==> src/rtl/wserial_rshift.sv <==
module wserial_rshift #(
  parameter int W    = 16,
  parameter int MAXW = 8,
  localparam int LW  = $clog2(W),
  localparam int AW  = $clog2(MAXW),
  localparam int CW  = $clog2(MAXW + 1),
  localparam int SHW = $clog2(W * MAXW) + 1,
  localparam int IW  = SHW - LW + 1
) (
  input  logic           clk,
  input  logic           rst_n,
  input  logic           start,
  input  logic [SHW-1:0] shamt,
  input  logic [CW-1:0]  nwords,
  output logic           busy,
  output logic           rd_en,
  output logic [AW-1:0]  rd_addr,
  input  logic [W-1:0]   rd_data,
  output logic           out_valid,
  output logic [W-1:0]   out_word,
  output logic           out_last
);
  typedef enum logic [1:0] {S_IDLE, S_LOAD, S_RUN} st_t;
  st_t st;

  logic          sgn;
  logic [LW-1:0] rsh;
  logic [IW-1:0] src;
  logic [CW-1:0] cnt, k;
  logic [W-1:0]  aux;

  wire go     = (st == S_IDLE) && start && (nwords != '0) && (nwords <= CW'(MAXW));
  wire in_rng = src < {{(IW-CW){1'b0}}, cnt};
  wire [W-1:0]   cur  = in_rng ? rd_data : {W{sgn}};
  wire [2*W-1:0] fun  = {cur, aux} >> rsh;
  wire [CW-1:0]  nm1  = nwords - 1'b1;

  assign busy      = (st != S_IDLE);
  assign rd_en     = go || (busy && in_rng);
  assign rd_addr   = go ? nm1[AW-1:0] : src[AW-1:0];
  assign out_valid = (st == S_RUN);
  assign out_word  = fun[W-1:0];
  assign out_last  = out_valid && (k == cnt - 1'b1);

  always_ff @(posedge clk or negedge rst_n) begin
    if (!rst_n) begin
      st  <= S_IDLE;
      sgn <= 1'b0;
      rsh <= '0;
      src <= '0;
      cnt <= '0;
      k   <= '0;
      aux <= '0;
    end else begin
      case (st)
        S_IDLE: if (go) begin
          sgn <= rd_data[W-1];
          rsh <= shamt[LW-1:0];
          src <= {1'b0, shamt[SHW-1:LW]};
          cnt <= nwords;
          st  <= S_LOAD;
        end
        S_LOAD: begin
          aux <= cur;
          src <= src + 1'b1;
          k   <= '0;
          st  <= S_RUN;
        end
        S_RUN: begin
          aux <= cur;
          src <= src + 1'b1;
          k   <= k + 1'b1;
          if (out_last) st <= S_IDLE;
        end
        default: st <= S_IDLE;
      endcase
    end
  end
endmodule


==> config.mk <==
export PLATFORM = sky130hd
export DESIGN_NAME = wserial_rshift
export DESIGN_NICKNAME = d
export VERILOG_FILES = /design/src/rtl/wserial_rshift.sv
export SDC_FILE = /design/constraint.sdc
export NUM_CORES = 1
export LEC_CHECK = 0
export ABC_AREA = 1
export CAP_MARGIN = 15
export CORE_MARGIN = 5
export CORE_UTILIZATION = 35
export CTS_BUF_LIST = sky130_fd_sc_hd__clkbuf_4 sky130_fd_sc_hd__clkbuf_8 sky130_fd_sc_hd__clkbuf_16
export CTS_CLUSTER_SIZE = 40
export DETAILED_ROUTE_END_ITERATION = 12
export SETUP_SLACK_MARGIN = 0.5
export SLEW_MARGIN = 40
export SYNTH_ARGS = -nofsm -noshare
export SYNTH_HDL_FRONTEND = slang
export SYNTH_SLANG_ARGS = --single-unit
export TNS_END_PERCENT = 1
==> constraint.sdc <==
create_clock -name clk -period 2.4 [get_ports clk]
set_input_delay 0.36 -clock clk [delete_from_list [all_inputs] [get_ports clk]]
set_output_delay 0.36 -clock clk [all_outputs]
set_load 0.05 [all_outputs]
==> out/results.ini <==
[logic_synthesis]
synth_cells=463
synth.avg_cell_area_um2=6.637
synth-adder-area-share_pct=4.072
async_reset_ff_share_pct=100.0
synth-edff-count=0
syn_nets=504
synth_mux_area_share_pct=1.954
synth_compound_area_share_pct=14.54
ys.flop_type=dfrtp_1
syn_area_mm2=0.003073
yosysWarnings=0
synth_top_family_by_area=simple AND/OR/NAND/NOR gates
synth_top_area_share_pct=29.32
yosys.area.top_type=dfrtp_1
synth-xor-area-share_pct=2.565
synth_seq_cells=36
ys_seq_area_share_pct=29.32
synth-simple-area-share_pct=38.15
synth_area_leaders=dfrtp_1, nand3_1, nand2_1
ys_types=32

[clock_tree]
clkTransAtPathRegs_ns=0.08
clk_latency_ns=0.29
cts_buffers=5
tritoncts=done
cts-root-buf=clkbuf_8
ctsHoldBuffers=0
clockBufferDepth=2
cts_sinks=36
cts_max_level=2

[route]
vias_per_cell=5.458
firstDrtPassIters=5
wl_per_cell_um=15.85
drc=0
routed-via-count=3635
ant_nets=0
first_iter_violations=259
wl_um=10560

[floorplanning]
fp-row-count=34
die_area_mm2=0.01075
start_util_pct=35.58
io_pins=54
die_y_um=103.7
core_mm2=0.008636
die-width_um=103.7

[finish]
design_area_mm2=0.005106
layout.cells.non_filler=666
final_common_cell=nand2_1
num_antenna_cells=0
final_cell_mix=nand2_1, nand3_1, buf_4
drive_gt1_share_pct=38.17
area_growth_pct=66.16
nets=598

[sta]
finClkSkew_ns=0.01279
rsz0062_at_grt=yes
fin_ws_ns=-0.4246
slew_violations=0
period_minus_slack_ns=2.825
setup_violations=15
period_share_pct=117.7
tightest_slew_ns=0.7503
setup_tns_ns=-6.069
hold_violations=0
max_freq_mhz=354.0
slew_headroom_pct=49.98

[global_routing]
grt_max_degree=44
grt_pass1_wl_um=16330
first_global_vias=3389
track_usage_pct=17.69
antenna_found_initial=0
overflow=0

[worst_setup_path]
path_class=reg2out
crit_arrival_ns=2.46
required_ns=2.04
start_kind=flop
critPathMaxFanout=8
end_kind=output port

[outcome]
violations=negative setup slack
status=finished, violations left

[job]
drv_cap=0

[hold_path]
hp-class=in2reg

[placement]
dp_cells=636
hpwlAfterDp_um=7519
portBuffers=53
place_congestion=0.8823
postPlaceCellArea_mm2=0.004235

## area by class of cell
type	instances	area, µm²
timing repair buffer	116	1260
clock inverter	2	35.03
clock buffer	6	76.32
multi-input combinational	363	2559
inverter	35	140.1
fill	739	3530
sequential	36	900.9
tap	108	135.1
## path summary, 6_finish.rpt
kind	startpoint	endpoint	slack (ns)	depth (start not counted)
max in group asynchronous	rst_n	aux[12]$_DFFE_PN0N_	1.57	2
worst max-delay path	src[3]$_DFFE_PN0P_	out_word[10]	-0.42	13
worst min register to register	aux[4]$_DFFE_PN0N_	aux[4]$_DFFE_PN0N_	0.53	2
worst min-delay path	nwords[1]	cnt[1]$_DFFE_PN0P_	0.40	3
min in group asynchronous	rst_n	st[1]$_DFFE_PN0P_	0.49	2
worst max register to register	src[3]$_DFFE_PN0P_	aux[15]$_DFFE_PN0N_	0.35	12
## cells in the mapped netlist (5+ instances only)
cell type,n
a21oi_1,10
a31oi_1,17
buf_2,9
clkbuf_1,16
dfrtp_1,36
ha_1,10
inv_1,31
mux2i_1,6
nand2_1,101
nand3_1,97
nand3_2,5
nand4_1,16
nor2_1,26
o21ai_0,42
xnor2_1,6
## registers in the layout, summed over array words and instances, names as in the netlist
name,cells
aux,16
cnt,4
k,4
rsh,4
sgn,1
src,5
st,2
## worst max-delay path: stages, from the launching register on
cell and delay, ns:
dfrtp_1 0.42, ha_4 0.28, inv_2 0.04, nor2_4 0.16
nand3_4 0.14, nand3_4 0.14, buf_12 0.12, nand2_8 0.11
nand3_4 0.16, nand3_1 0.13, nand3_1 0.12, nand3_1 0.12
nand2_4 0.10, buf_12 0.13
## kinds of logic after synthesis
kind of cell             count (synthesis)
AND/OR/NAND/NOR                        254
AO/OA/AOI/OAI                           81
flip-flops                              36
adder cells (fa/ha/maj)                 10
XOR/XNOR                                 9
buffers and inverters                   67
multiplexers                             6
## per-layer routing
metal / GRT usage (%) / vias to the layer above / share of wire [%]
met5: 0 / - / 0
met4: 3.330 / 0 / 1.4
met3: 2.985 / 14 / 5.0
met2: 29.46 / 133 / 51
met1: 24.27 / 1699 / 43
li1: - / 1789 / -
## metrics by stage
stage               utilization (%)  setup slack [ns]  hold WS (ns)
global route                  59.13           -0.5659        0.4176
CTS                           52.39           -0.3226        0.4054
finish                        59.13           -0.4246        0.4048
global placement              49.04          0.006901        0.5026
detailed placement            49.04          -0.06830        0.5117
floorplan                         -            0.2092       0.06441
## what timing repair did
item,CTS,global route
buffers inserted,7,10
resized for setup,41,102
pin swaps,19,59
cloned,0,5
endpoints found under the setup margin,25,34
endpoints found under the hold margin,0,0
Power is not shown: default switching activity piles up to over one toggle a cycle in this logic, so the estimate is an artifact.
